**config.mk**
```make
export PLATFORM = sky130hd
export DESIGN_NAME = ecc_err_capture
export DESIGN_NICKNAME = d
export VERILOG_FILES = /design/src/rtl/ecc_cap_pkg.sv /design/src/rtl/ecc_sbe_counter.sv /design/src/rtl/ecc_capture_bank.sv /design/src/rtl/ecc_err_capture.sv
export SDC_FILE = /design/constraint.sdc
export NUM_CORES = 1
export LEC_CHECK = 0
export ABC_AREA = 1
export BUFFER_PORTS_ARGS = -buffer_cell sky130_fd_sc_hd__buf_2
export CORE_MARGIN = 8
export CORE_UTILIZATION = 43
export DETAILED_ROUTE_END_ITERATION = 16
export GPL_TIMING_DRIVEN = 0
export PLACE_DENSITY = 0.71
export SYNTH_ARGS = -nofsm -noshare
export SYNTH_HDL_FRONTEND = slang
export SYNTH_SLANG_ARGS = --single-unit
export TNS_END_PERCENT = 5
```
**constraint.sdc**
```tcl
create_clock -name clk -period 7.4 [get_ports clk]
set_clock_uncertainty 0.2 [all_clocks]
set_input_delay 0.74 -clock clk [delete_from_list [all_inputs] [get_ports clk]]
set_output_delay 0.74 -clock clk [all_outputs]
set_load 0.005 [all_outputs]
```
**src/rtl/ecc_cap_pkg.sv**
```systemverilog
package ecc_cap_pkg;
  localparam int REG_AW = 4;
  localparam int DW     = 32;
  localparam int CNT_W  = 8;

  localparam logic [REG_AW-1:0] RA_STATUS  = 4'd0;
  localparam logic [REG_AW-1:0] RA_DISABLE = 4'd1;
  localparam logic [REG_AW-1:0] RA_IEN     = 4'd2;
  localparam logic [REG_AW-1:0] RA_MGMT    = 4'd3;
  localparam logic [REG_AW-1:0] RA_CFG     = 4'd4;
  localparam logic [REG_AW-1:0] RA_DHI     = 4'd5;
  localparam logic [REG_AW-1:0] RA_DLO     = 4'd6;
  localparam logic [REG_AW-1:0] RA_ALO     = 4'd7;
  localparam logic [REG_AW-1:0] RA_AEXT    = 4'd8;
  localparam logic [REG_AW-1:0] RA_CODE    = 4'd9;
  localparam logic [REG_AW-1:0] RA_INJ0    = 4'd10;
  localparam int N_INJ = 3;

  localparam int SBE_BIT = 0;
  localparam int MBE_BIT = 1;
endpackage

```
**src/rtl/ecc_sbe_counter.sv**
```systemverilog
module ecc_sbe_counter
  import ecc_cap_pkg::*;
#(
  parameter logic [CNT_W-1:0] THR_RESET = 8'd1
) (
  input  logic             clk,
  input  logic             rst,
  input  logic             hit,
  input  logic             wr,
  input  logic [DW-1:0]    wdata,
  output logic [CNT_W-1:0] thr_o,
  output logic [CNT_W-1:0] cnt_o,
  output logic             fire_o
);
  logic [CNT_W-1:0] cnt_q, thr_q;
  logic [CNT_W:0]   cnt_inc;

  assign cnt_inc = {1'b0, cnt_q} + {{CNT_W{1'b0}}, 1'b1};
  assign fire_o  = hit && (cnt_inc >= {1'b0, thr_q});
  assign thr_o   = thr_q;
  assign cnt_o   = cnt_q;

  always_ff @(posedge clk) begin
    if (rst) begin
      cnt_q <= '0;
      thr_q <= THR_RESET;
    end else if (wr) begin
      thr_q <= wdata[16 +: CNT_W];
      cnt_q <= wdata[0 +: CNT_W];
    end else if (hit) begin
      cnt_q <= fire_o ? '0 : cnt_inc[CNT_W-1:0];
    end
  end


  cnt_wrap_chk: assert property (@(posedge clk) disable iff (rst)
    (fire_o && !wr) |=> (cnt_q == '0));

  cnt_step_chk: assert property (@(posedge clk) disable iff (rst)
    (hit && !fire_o && !wr) |=> (cnt_q == $past(cnt_q) + 1'b1));

  cnt_idle_chk: assert property (@(posedge clk) disable iff (rst)
    (!hit && !wr) |=> $stable(cnt_q));
endmodule

```
**src/rtl/ecc_capture_bank.sv**
```systemverilog
module ecc_capture_bank #(
  parameter int ADDR_W = 40
) (
  input  logic              clk,
  input  logic              rst,
  input  logic              cap_en,
  input  logic [63:0]       data_i,
  input  logic [15:0]       code_i,
  input  logic [ADDR_W-1:0] addr_i,
  output logic [63:0]       data_o,
  output logic [15:0]       code_o,
  output logic [ADDR_W-1:0] addr_o
);
  always_ff @(posedge clk) begin
    if (rst) begin
      data_o <= '0;
      code_o <= '0;
      addr_o <= '0;
    end else if (cap_en) begin
      data_o <= data_i;
      code_o <= code_i;
      addr_o <= addr_i;
    end
  end


  cap_hold_chk: assert property (@(posedge clk) disable iff (rst)
    !cap_en |=> ($stable(data_o) && $stable(code_o) && $stable(addr_o)));
endmodule

```
**src/rtl/ecc_err_capture.sv**
```systemverilog
module ecc_err_capture
  import ecc_cap_pkg::*;
#(
  parameter int               N_OTHER   = 2,
  parameter int               ADDR_W    = 40,
  parameter logic [CNT_W-1:0] THR_RESET = 8'd1
) (
  input  logic                clk,
  input  logic                rst,
  input  logic                reg_wr,
  input  logic [REG_AW-1:0]   reg_addr,
  input  logic [DW-1:0]       reg_wdata,
  output logic [DW-1:0]       reg_rdata,
  input  logic                ev_valid,
  input  logic [N_OTHER+1:0]  ev_flags,
  input  logic [63:0]         ev_data,
  input  logic [15:0]         ev_code,
  input  logic [ADDR_W-1:0]   ev_addr,
  output logic                irq
);
  localparam int NT    = N_OTHER + 2;
  localparam int EXT_W = ADDR_W - 32;

  logic [NT-1:0]     stat_q, dis_q, ev_ok, set_v, clr_v;
  logic [1:0]        ien_q;
  logic              narrow_q, irq_q;
  logic [DW-1:0]     inj_q [N_INJ];
  logic [CNT_W-1:0]  thr, cnt;
  logic              fire, cap_en;
  logic [63:0]       cap_data;
  logic [15:0]       cap_code;
  logic [ADDR_W-1:0] cap_addr;
  logic [DW-1:0]     rd_mux;

  assign ev_ok = ev_valid ? (ev_flags & ~dis_q) : '0;

  ecc_sbe_counter #(.THR_RESET(THR_RESET)) u_cnt (
    .clk(clk), .rst(rst), .hit(ev_ok[SBE_BIT]),
    .wr(reg_wr && reg_addr == RA_MGMT), .wdata(reg_wdata),
    .thr_o(thr), .cnt_o(cnt), .fire_o(fire)
  );

  assign set_v  = {ev_ok[NT-1:1], fire};
  assign clr_v  = (reg_wr && reg_addr == RA_STATUS) ? reg_wdata[NT-1:0] : '0;
  assign cap_en = (|set_v[MBE_BIT:SBE_BIT]) && (stat_q[MBE_BIT:SBE_BIT] == 2'b00);

  ecc_capture_bank #(.ADDR_W(ADDR_W)) u_cap (
    .clk(clk), .rst(rst), .cap_en(cap_en),
    .data_i(ev_data), .code_i(ev_code), .addr_i(ev_addr),
    .data_o(cap_data), .code_o(cap_code), .addr_o(cap_addr)
  );

  always_ff @(posedge clk) begin
    if (rst) begin
      stat_q   <= '0;
      dis_q    <= '0;
      ien_q    <= '0;
      narrow_q <= 1'b0;
      irq_q    <= 1'b0;
    end else begin
      stat_q <= (stat_q & ~clr_v) | set_v;
      irq_q  <= |(stat_q[MBE_BIT:SBE_BIT] & ien_q);
      if (reg_wr && reg_addr == RA_DISABLE) dis_q    <= reg_wdata[NT-1:0];
      if (reg_wr && reg_addr == RA_IEN)     ien_q    <= reg_wdata[1:0];
      if (reg_wr && reg_addr == RA_CFG)     narrow_q <= reg_wdata[0];
    end
  end

  for (genvar k = 0; k < N_INJ; k++) begin : g_inj
    always_ff @(posedge clk) begin
      if (rst) inj_q[k] <= '0;
      else if (reg_wr && reg_addr == RA_INJ0 + REG_AW'(k)) inj_q[k] <= reg_wdata;
    end
  end

  always_comb begin
    rd_mux = '0;
    case (reg_addr)
      RA_STATUS:  rd_mux[NT-1:0] = stat_q;
      RA_DISABLE: rd_mux[NT-1:0] = dis_q;
      RA_IEN:     rd_mux[1:0]    = ien_q;
      RA_MGMT:    rd_mux = {8'h00, thr, 8'h00, cnt};
      RA_CFG:     rd_mux[0] = narrow_q;
      RA_DHI:     rd_mux = cap_data[63:32];
      RA_DLO:     rd_mux = cap_data[31:0];
      RA_ALO:     rd_mux = cap_addr[31:0];
      RA_AEXT:    rd_mux[EXT_W-1:0] = cap_addr[ADDR_W-1:32];
      RA_CODE:    rd_mux[15:0] = narrow_q ? cap_code : {8'h00, cap_code[7:0]};
      default: begin
        for (int k = 0; k < N_INJ; k++)
          if (reg_addr == RA_INJ0 + REG_AW'(k)) rd_mux = inj_q[k];
      end
    endcase
  end

  always_ff @(posedge clk) begin
    if (rst) reg_rdata <= '0;
    else     reg_rdata <= rd_mux;
  end

  assign irq = irq_q;

  for (genvar b = 0; b < NT; b++) begin : g_sticky

    sticky_chk: assert property (@(posedge clk) disable iff (rst)
      (stat_q[b] && !clr_v[b]) |=> stat_q[b]);
  end


  mbe_src_chk: assert property (@(posedge clk) disable iff (rst)
    $rose(stat_q[MBE_BIT]) |-> $past(ev_valid && ev_flags[MBE_BIT] && !dis_q[MBE_BIT]));

  irq_quiet_chk: assert property (@(posedge clk) disable iff (rst)
    ((stat_q[MBE_BIT:SBE_BIT] & ien_q) == 2'b00) |=> !irq);

  clr_all_chk: assert property (@(posedge clk) disable iff (rst)
    (reg_wr && reg_addr == RA_STATUS && reg_wdata == 32'hFFFF_FFFF && !ev_valid)
      |=> (stat_q == '0));
endmodule

```
==> run metrics, run 1 <==
Mapped Area roughly 0.012 mm^2; final hold vios 0; die area around 0.035 mm^2; CTS tree yes; unrepaired setup endpoints after global routing false; synthesized instance count around 1600; GRT overflow 0; Layout Area Growth over Synthesis 20.5%; Final period util a little over two fifths; final core occ between 50% and 60%; CP required 7.38 ns; switching pwr ~1000 uW; Pint approximately 2800 uW; filler cell count around 2800; top cell type's share of synthesized area between 20% and 30%; initial antenna violation count 7; H-Tree Depth 1; Clk Latency, worst-skew pair 0.56 ns; Seq/Total Area, Yosys about 52%; ys async rst share 0%; Multi-input gate area about 0.0047 mm^2; Max Slew Vio Count 0; Synth cell types 31; CTS Sinks approximately 280; max_cap viols 0; minimum clock period ~3.2 ns; peak supply drop approximately 0.15 mV; Synth area leaders dfxtp_1 (29%), edfxtp_1 (23%), a21oi_1 (7.9%); share of total power in combinational logic about 14%; via count between 10000 and 15000; GRT Util Overall 22.9%; vias in the first global route around 11000; Max stage delay on crit path ~0.8 ns; drt via density roughly 5.3; Post-synth EDFFs 96; IO Pins approximately 200; Die Y 186 um; R2R setup slack about 4.3 ns; worst-margin pin slew 0.902 ns; design area about 0.015 mm^2; Longest Clk Path Bufs 3; CP Buf/Inv Count 4; Sw Share 26.8%; setup_tns 0 ns; Total Power about 3800 uW; share of cells above drive strength 1 16.1%; CP startpoint kind input pin; Syn Nets 1724; most common cell in the netlist nand2_1; FF/Latch Area around 0.0065 mm^2; port bufs a little under 200; register bit total from synthesis approximately 280; max frequency between 300 and 400 MHz; top post-synthesis cells by count nand2_1 (244), nor2_1 (231), inv_1 (203); Critical Path End Type flop; Hold Buf Count CTS 0; LEAKAGE about 0.0068 uW; Pre-antenna DRT Iters 6; Setup-failing EPs final 0; arrival time worst endpoint approximately 3.2 ns; post-synth top area cell dfxtp_1; drt initial violations 1321; Hold Crit Class input pin to flop; Initial Utilization around 43%; root buffer cell clkbuf_16; Pwr Density 254 mW/mm^2; Crit-path slowest cell nand2_2; largest fanout on the critical path 32; largest net degree at the start of global routing 33; RePlAce Congestion roughly 0.95; WL per Instance 18.8 um; first-pass GRT wire length 60600 um; Nets slightly below 2000; std cell rows 62; Worst path top cell family by delay buffers and inverters; number of buffers created by CTS 30; Syn. warnings 0; Die X 186 um; worst setup path class input pin to flop; status finished, final reports clean; Final ANT Viol Nets 0; WL final a little over 40000 um; slew margin rel. between 30 and 40%; hpwl dp roughly 31000 um; Post-CTS Setup Inserts 0; top_reg_cell synth dfxtp_1; most used cell, CP clkbuf_1; Mean Syn Cell Area between 8 and 9 um^2; Worst-path clk slew around 0.060 ns; core area about 0.029 mm^2; CP cell instances clkbuf_1, clkinv_1, clkbuf_1, clkbuf_1, nand2_2; DRC Markers 0; Placement Cell Area 0.0140 mm^2; Clock power frac between 30% and 40%; CTS resizes 0; sequential share of power between 40% and 50%
==> worst min-delay path: cells and delay by family <==
kind | cells | cell delay [ns]
AOI/OAI and AO/OA | 1 | 0.12
buffers and inverters | 2 | 0.13
==> cells by family (layout without fill, tap and decap cells) <==
| logic type | count (synthesis) | in the layout | share of synthesized area (%) |
|---|---|---|---|
| adder cells (fa/ha/maj) | 9 | 9 | 0.905 |
| AO/OA/AOI/OAI | 317 | 317 | 15.2 |
| AND/OR/NAND/NOR | 633 | 633 | 20.8 |
| flip-flops | 276 | 276 | 52.1 |
| buffers and inverters | 310 | 561 | 10.6 |
| XOR/XNOR | 6 | 6 | 0.422 |
| other | 0 | 2 | 0 |
==> state kept, by name (all words and copies together), names as in the netlist, 2 cells and up <==
signal,flops
reg_rdata,32
u_cnt.cnt_o,8
ien_q,2
u_cap.data_o,64
inj_q,96
dis_q,4
u_cap.addr_o,40
u_cap.code_o,16
u_cnt.thr_o,8
stat_q,4
==> final cells by class <==
type / count / share of cell area (%)
Sequential cell: 276 / 43.3
Multi-Input combinational cell: 965 / 31.1
Timing Repair Buffer: 196 / 6.84
Clock buffer: 46 / 6.17
Inverter: 204 / 5.11
Buffer: 106 / 3.67
Tap cell: 384 / 3.21
Clock inverter: 9 / 0.584
Antenna cell: 2 / 0.0334
==> path summary, 6_finish.rpt <==
path	cells past startpoint	to	start
max reg2reg	16	u_cap.addr_o[35]	u_cnt.cnt_o[0]
min reg2reg	2	stat_q[2]	stat_q[2]
max	5	inj_q[2][22]	rst
min	3	u_cnt.thr_o[3]	reg_wdata[19]
==> layer usage <==
layer	up-vias	wire length [um]	part of all wire, %	track usage [%]
li1	5567	-	-	-
met1	5349	16800	41	29.4
met2	551	18700	46	37.1
met3	94	4170	10	5.84
met4	10	1300	3.2	7.43
met5	-	61	0.15	0
==> per-stage QoR <==
| stage | setup slack (ns) | std cells | hold slack, ns |
|---|---|---|---|
| floorplan | 3.35 | 1551 | 0.232 |
| global placement | 1.57 | 2129 | 0.261 |
| detailed placement | 3.67 | 2131 | 0.268 |
| CTS | 4.26 | 2186 | 0.255 |
| global route | 4.09 | 2187 | 0.275 |
| finish | 4.17 | 2188 | 0.269 |
==> cells in the final DEF, fill, tap and decap left out, drive strengths merged, types with 3 or more instances in the layout <==
master,count
o21ai,29
a211oi,3
clkinv,6
a31oi,22
nand3,153
inv,206
a21oi,196
a32o,11
buf,239
a221oi,6
nor3,3
dfxtp,180
a41oi,12
ha,9
o211ai,3
nor2,231
xor2,6
edfxtp,96
a22o,31
clkbuf,109
nand2,246
==> power groups by stage <==
| stage | Sequential [uW] | Clock, uW | Combinational (uW) |
|---|---|---|---|
| finish | 1760 | 1520 | 525 |
| global route | 1770 | 1580 | 586 |
| CTS | 1760 | 1530 | 520 |
| detailed placement | 1790 | 0 | 516 |
| global placement | 1790 | 0 | 500 |
| floorplan | 1770 | 0 | 339 |
(Power assumes the default switching activity.)
==> inputs of run 2 (changes only) <==
ABC_AREA = 0   (was 1)
PLACE_DENSITY = 0.74   (was 0.71)
clock period = 2.8 ns   (was 7.4 ns; I/O delays follow)
==> run 2 against run 1 <==
The flow now finishes with violations (setup timing); via count shrank 9.7%; critical path depth up 5; wire length grew 2.9%; cell count down 17%; total power rose to 2.6 times the previous value; first-iteration DRC count is 21% lower; clock-buffer cell count decreased by 7; global-route usage grew 2.0 points; critical endpoint is now u_cnt.cnt_o[2].
==> run metrics, run 2 <==
Multi-input gate area 0.00470 mm^2 (was 0.00466 mm^2); filler cell count 2069 (was 2752); vias in the first global route 10900 (was 11000); minimum clock period 3.12 ns; peak supply drop 0.423 mV (was 0.155 mV); CP cell instances ha_4, nand3_1, xor2_2, inv_1, ha_1, a21o_1, a221o_1, a211o_1, or4_4, o22ai_2 (was clkbuf_1, clkinv_1, clkbuf_1, clkbuf_1, nand2_2); Worst-path clk slew 0.06 ns (about the same); unrepaired setup endpoints after global routing true (was false); top cell type's share of synthesized area 31.2% (was 29.0%); top flop regs inj_q (96), u_cap.data_o (64), u_cap.addr_o (40) (unchanged); Layout Area Growth over Synthesis 38.9% (was 20.5%); failing checks setup timing; status complete, but fails checks (was finished, final reports clean); initial antenna violation count 4 (was 7); Final period util 111%; arrival time worst endpoint 3.36 ns (was 3.22 ns); GRT Util Overall 24.9% (was 22.9%); final core occ 60.2% (was 52.4%); Max Slew Vio Count 0 (unchanged); most common cell in the netlist dfxtp_1 (was nand2_1); share of cells above drive strength 1 24.1% (was 16.1%); slew margin rel. 43.1% (was 39.7%); IO Pins 197 (unchanged); LEAKAGE 0.00649 uW (was 0.00679 uW); Critical Path End Type flop (unchanged); CP startpoint kind flop (was input pin); Hold WS 0.176 ns (was 0.269 ns); Clk Latency, worst-skew pair 0.54 ns (was 0.56 ns); drt initial violations 1040 (was 1321); Setup-failing EPs final 128 (was 0); Initial Utilization 43.4% (was 43.5%); largest net degree at the start of global routing 33 (unchanged); CP required 3.05 ns (was 7.38 ns); post-synth top area cell dfxtp_1 (unchanged); max reg flops 96 (unchanged); ys async rst share 0% (unchanged); via count 10500 (was 11600); Die X 180 um (was 186 um); Pre-antenna DRT Iters 7 (was 6); Post-synth EDFFs 96 (unchanged); Total Power 10100 uW (was 3800 uW); WL final 42200 um (was 41000 um); Mapped Area 0.0116 mm^2 (was 0.0124 mm^2); Placement Cell Area 0.0130 mm^2 (was 0.0140 mm^2); FF/Latch Area 0.00651 mm^2 (was 0.00649 mm^2); number of buffers created by CTS 28 (was 30); drt via density 5.76 (was 5.29); Nets 1623 (was 1952); final hold vios 0 (unchanged); H-Tree Depth 1 (unchanged); Biggest register inj_q (unchanged); RePlAce Congestion 0.935 (was 0.951); core area 0.0267 mm^2 (was 0.0286 mm^2); Max stage delay on crit path 0.52 ns (was 0.79 ns); Syn Nets 1220 (was 1724); CTS Sinks 276 (unchanged); Syn. warnings 0 (unchanged); top_reg_cell synth dfxtp_1 (unchanged); worst-margin pin slew 0.852 ns (was 0.902 ns); register bit total from synthesis 276 (unchanged); GRT overflow 0 (unchanged); Mean Syn Cell Area 11.0 um^2 (was 8.02 um^2); first-pass GRT wire length 64200 um (was 60600 um); worst setup path class flop to flop (was input pin to flop); Synth cell types 60 (was 31); pre-CTS worst setup slack -0.626 ns (was 3.67 ns); die area 0.0324 mm^2 (was 0.0346 mm^2); CTS tree yes (unchanged); most frequent cells in the layout buf_2 (207), dfxtp_1 (174), dlygate4sd3_1 (159) (was nand2_1 (243), nor2_1 (231), buf_2 (211)); Seq/Total Area, Yosys 56.1% (was 52.1%); DRC Markers 0 (unchanged); Synth area leaders dfxtp_1 (31%), edfxtp_1 (25%), a22o_1 (9.9%) (was dfxtp_1 (29%), edfxtp_1 (23%), a21oi_1 (7.9%)); design area 0.0161 mm^2 (was 0.0150 mm^2); WL per Instance 23.3 um (was 18.8 um); Crit-path slowest cell or4_4 (was nand2_2); hpwl dp 28800 um (was 30600 um); Die Y 180 um (was 186 um); synthesized instance count 1047 (was 1551); Hold Crit Class input pin to flop (unchanged); max_cap viols 0 (unchanged); std cell rows 60 (was 62); final worst slack -0.315 ns (was 4.17 ns); top post-synthesis cells by count dfxtp_1 (180), a22o_1 (130), and2_1 (100) (was nand2_1 (244), nor2_1 (231), inv_1 (203)); largest fanout on the critical path 7 (was 32); port bufs 195 (was 194); commonest non-fill, non-tap cell in the layout buf_2 (was nand2_1); Longest Clk Path Bufs 3 (unchanged); root buffer cell clkbuf_16 (unchanged); Final ANT Viol Nets 0 (unchanged); Pwr Density 627 mW/mm^2 (was 254 mW/mm^2); max frequency 321 MHz
run 2: repair_timing:
item	CTS	global route
gates resized for setup	59	18
pin swaps	33	32
setup endpoints to repair	129	129
buffers inserted	12	3
hold buffers	159	0
hold endpoints to repair	239	0
cloned	4	0
run 2: area by class of cell:
| type | count | share of cell area (%) |
|---|---|---|
| clock inverter | 11 | 1.01 |
| buffer | 89 | 3.26 |
| antenna | 3 | 0.0468 |
| sequential | 276 | 40.5 |
| inverter | 20 | 0.468 |
| multi-input combinational | 660 | 29.3 |
| clock buffer | 39 | 5.21 |
| tap | 341 | 2.66 |
| timing repair buffer | 375 | 17.5 |
run 2: where the power goes:
part | total (uW) | internal [uW] | switching, uW
clock | 4040 | 2450 | 1590
sequential | 4640 | 4460 | 187
combinational | 1390 | 682 | 704
total | 10100 | 7590 | 2480
run 2: cells by family (layout without fill, tap and decap cells):
kind of cell / Yosys count / count (layout) / share of synthesized area, %
compound gates: 339 / 339 / 22.4
flops: 276 / 276 / 56.1
simple gates: 271 / 271 / 12.6
buf+inv: 111 / 534 / 4.04
mux: 35 / 35 / 3.39
fa+ha+maj: 9 / 9 / 0.975
xor+xnor: 6 / 6 / 0.455
other cells: 0 / 3 / 0
run 2: routing by layer:
metal	part of all wire, %	vias up	track usage [%]
met5	0.028	-	0
met4	3.5	2	9.40
met3	7.9	121	4.19
met2	49	561	42.9
met1	40	5052	30.9
li1	-	4717	-
run 2: critical path: cells and delay by family, from the launching register on:
family                     cells  cell delay [ns]
AOI/OAI and AO/OA              4             1.01
and+or+nand+nor                2             0.64
adders and majority gates      2             0.47
DFF                            1             0.42
xor gates and xnor gates       1             0.22
buffers and inverters          1             0.08
run 2: final timing paths:
kind                    startpoint                to  slack (ns)  cells after the start
setup reg to reg    u_cnt.cnt_o[1]    u_cnt.cnt_o[2]       -0.32                     10
hold / removal         reg_addr[2]         stat_q[0]        0.18                      5
setup / recovery    u_cnt.cnt_o[1]    u_cnt.cnt_o[2]       -0.32                     10
hold reg to reg   u_cap.data_o[27]  u_cap.data_o[27]        0.28                      1
run 2: stage by stage:
| stage | cells | setup TNS [ns] |
|---|---|---|
| 2_1_floorplan | 1047 | -0.416 |
| 3_3_place_gp | 1583 | -99.46 |
| 3_5_place_dp | 1585 | -90.66 |
| 4_1_cts | 1808 | -19.39 |
| 5_1_grt | 1814 | -36.26 |
| 6_report | 1814 | -29.55 |
==> inputs of run 3 (changes only) <==
CELL_PAD_IN_SITES_DETAIL_PLACEMENT = 1   (was not set)
CELL_PAD_IN_SITES_GLOBAL_PLACEMENT = 2   (was not set)
CORE_UTILIZATION = 33   (was 43)
PLACE_DENSITY = 0.84   (was 0.74)
RECOVER_POWER = 100   (was not set)
==> run 3 against run 2 <==
The run still ends with setup timing left; combinational power about the same; sequential share of layout area shrank 0.30 points; critical path depth up 2; setup slack worse by 0.052 ns; sequential power about the same; wire length up 12%; flip-flop and latch count unchanged; die area increased by 27%; hold slack got worse by 0.0054 ns; non-clock buffer count unchanged; critical path type unchanged; highest routed layer is now met4.
==> run metrics, run 3 (synthesis results as in run 2) <==
Worst Hold Depth 4 (was 5); number of buffers created by CTS 30 (was 28); Setup-failing EPs final 130 (was 128); final hold vios 0 (unchanged); CTS Sinks 276 (unchanged); first-pass GRT wire length 70500 um (was 64200 um); path depth of the worst reg2reg path 12 (was 10); Worst-path clk slew 0.06 ns (about the same); WL per Instance 24.6 um (was 23.3 um); vias in the first global route 11200 (was 10900); largest fanout on the critical path 10 (was 7); Biggest register inj_q (unchanged); slew margin rel. 40.1% (was 43.1%); design area 0.0162 mm^2 (was 0.0161 mm^2); Final ANT Viol Nets 0 (unchanged); filler cell count 3828 (was 2069); IO Pins 197 (unchanged); GRT Util Overall 22.1% (was 24.9%); Max Slew Vio Count 0 (unchanged); die area 0.0413 mm^2 (was 0.0324 mm^2); drt via density 5.35 (was 5.76); GRT overflow 0 (unchanged); Critical Path End Type flop (unchanged); drt initial violations 648 (was 1040); Initial Utilization 33.5% (was 43.4%); Hold WS 0.171 ns (was 0.176 ns); status complete, but fails checks (unchanged); setup_tns -41.67 ns (was -29.55 ns); CTS tree yes (unchanged); share of cells above drive strength 1 22.5% (was 24.1%); minimum clock period 3.17 ns (was 3.12 ns); top flop regs inj_q (96), u_cap.data_o (64), u_cap.addr_o (40) (unchanged); hold path startpoint ev_flags[0] (was reg_addr[2]); Placement Cell Area 0.0131 mm^2 (was 0.0130 mm^2); worst-margin pin slew 0.896 ns (was 0.852 ns); unrepaired setup endpoints after global routing true (unchanged); max frequency 316 MHz (was 321 MHz); failing checks setup timing (unchanged); commonest non-fill, non-tap cell in the layout dfxtp_1 (was buf_2); peak supply drop 0.388 mV (was 0.423 mV); Longest Clk Path Bufs 3 (unchanged); port bufs 195 (unchanged); Die X 203 um (was 180 um); Clk Latency, worst-skew pair 0.55 ns (was 0.54 ns); Die Y 203 um (was 180 um); WL final 47500 um (was 42200 um); CP startpoint kind flop (unchanged); most frequent cells in the layout dfxtp_1 (174), buf_2 (172), dlygate4sd3_1 (159) (was buf_2 (207), dfxtp_1 (174), dlygate4sd3_1 (159)); DRC Markers 0 (unchanged); largest net degree at the start of global routing 33 (unchanged); hpwl dp 32700 um (was 28800 um); arrival time worst endpoint 3.41 ns (was 3.36 ns); final worst slack -0.367 ns (was -0.315 ns); CP required 3.04 ns (was 3.05 ns); Hold Crit Class input pin to flop (unchanged); max_cap viols 0 (unchanged); Nets 1625 (was 1623); Pwr Density 628 mW/mm^2 (was 627 mW/mm^2); via count 10300 (was 10500); std cell rows 68 (was 60); Pre-antenna DRT Iters 5 (was 7); H-Tree Depth 1 (unchanged); LEAKAGE 0.00628 uW (was 0.00649 uW); crit path from u_cnt.cnt_o[2] (was u_cnt.cnt_o[1]); root buffer cell clkbuf_16 (unchanged); worst setup path class flop to flop (unchanged); initial antenna violation count 4 (unchanged); final core occ 46.8% (was 60.2%); Final period util 113% (was 111%); max reg flops 96 (unchanged); worst reg2reg startpoint u_cnt.cnt_o[2] (was u_cnt.cnt_o[1]); core area 0.0345 mm^2 (was 0.0267 mm^2); RePlAce Congestion 0.926 (was 0.935); Layout Area Growth over Synthesis 40.0% (was 38.9%)
==> run 3: worst paths after layout <==
kind | end | slack [ns]
setup reg to reg | u_cap.code_o[2] | -0.37
hold / removal | u_cnt.cnt_o[5] | 0.17
hold reg to reg | u_cnt.thr_o[1] | 0.27
setup / recovery | u_cap.code_o[2] | -0.37
==> run 3: routing by layer <==
metal / global-route usage (%) / vias up / part of all wire [%]
met5: 0 / - / 0
met4: 6.84 / 0 / 3.1
met3: 3.30 / 84 / 4.8
met2: 39.0 / 315 / 50
met1: 27.4 / 5208 / 42
li1: - / 4739 / -
==> run 3: report_power, final <==
group	leakage, uW	switching (uW)	internal (uW)	total, uW
Combinational	0.00339	736	678	1410
Clock	0.000497	1640	2450	4100
Sequential	0.00240	188	4460	4650
Total	0.00628	2570	7590	10200
==> run 3: critical path, cell delays in order (launching register included) <==
cell     delay (ns)
dfxtp_4        0.38
and4_4         0.22
nand4_1        0.14
xor2_2         0.26
inv_2          0.07
ha_4           0.22
and3_4         0.15
a221o_2        0.45
o21ai_4        0.20
nand3_4        0.17
buf_16         0.20
buf_6          0.15
a22o_1         0.24
==> run 3: timing repair <==
item,CTS,global route
endpoints found under the setup margin,129,129
hold endpoints to repair,239,0
gates cloned,3,0
hold buffers,159,0
resized for setup,72,16
pin swaps,28,17
setup buffers,15,3
==> run 3: through the flow <==
stage	setup WS [ns]	power [uW]	cells
after CTS	-0.350	10100	1927
after detailed placement	-0.783	5800	1697
after global placement	-0.712	5770	1697
final	-0.367	10200	1934
after floorplan	-0.0655	5280	1047
after global routing	-0.448	10400	1934
==> run 3: area by class of cell <==
cell class / count / area (um^2) / share of cell area [%]
Antenna cell: 4 / 10.0 / 0.0619
Timing Repair Buffer: 375 / 2730 / 16.9
Tap cell: 455 / 569 / 3.52
Inverter: 20 / 75.1 / 0.464
Multi-Input combinational cell: 660 / 4740 / 29.3
Buffer: 89 / 532 / 3.29
Sequential cell: 276 / 6510 / 40.2
Clock buffer: 40 / 835 / 5.16
Clock inverter: 15 / 178 / 1.10
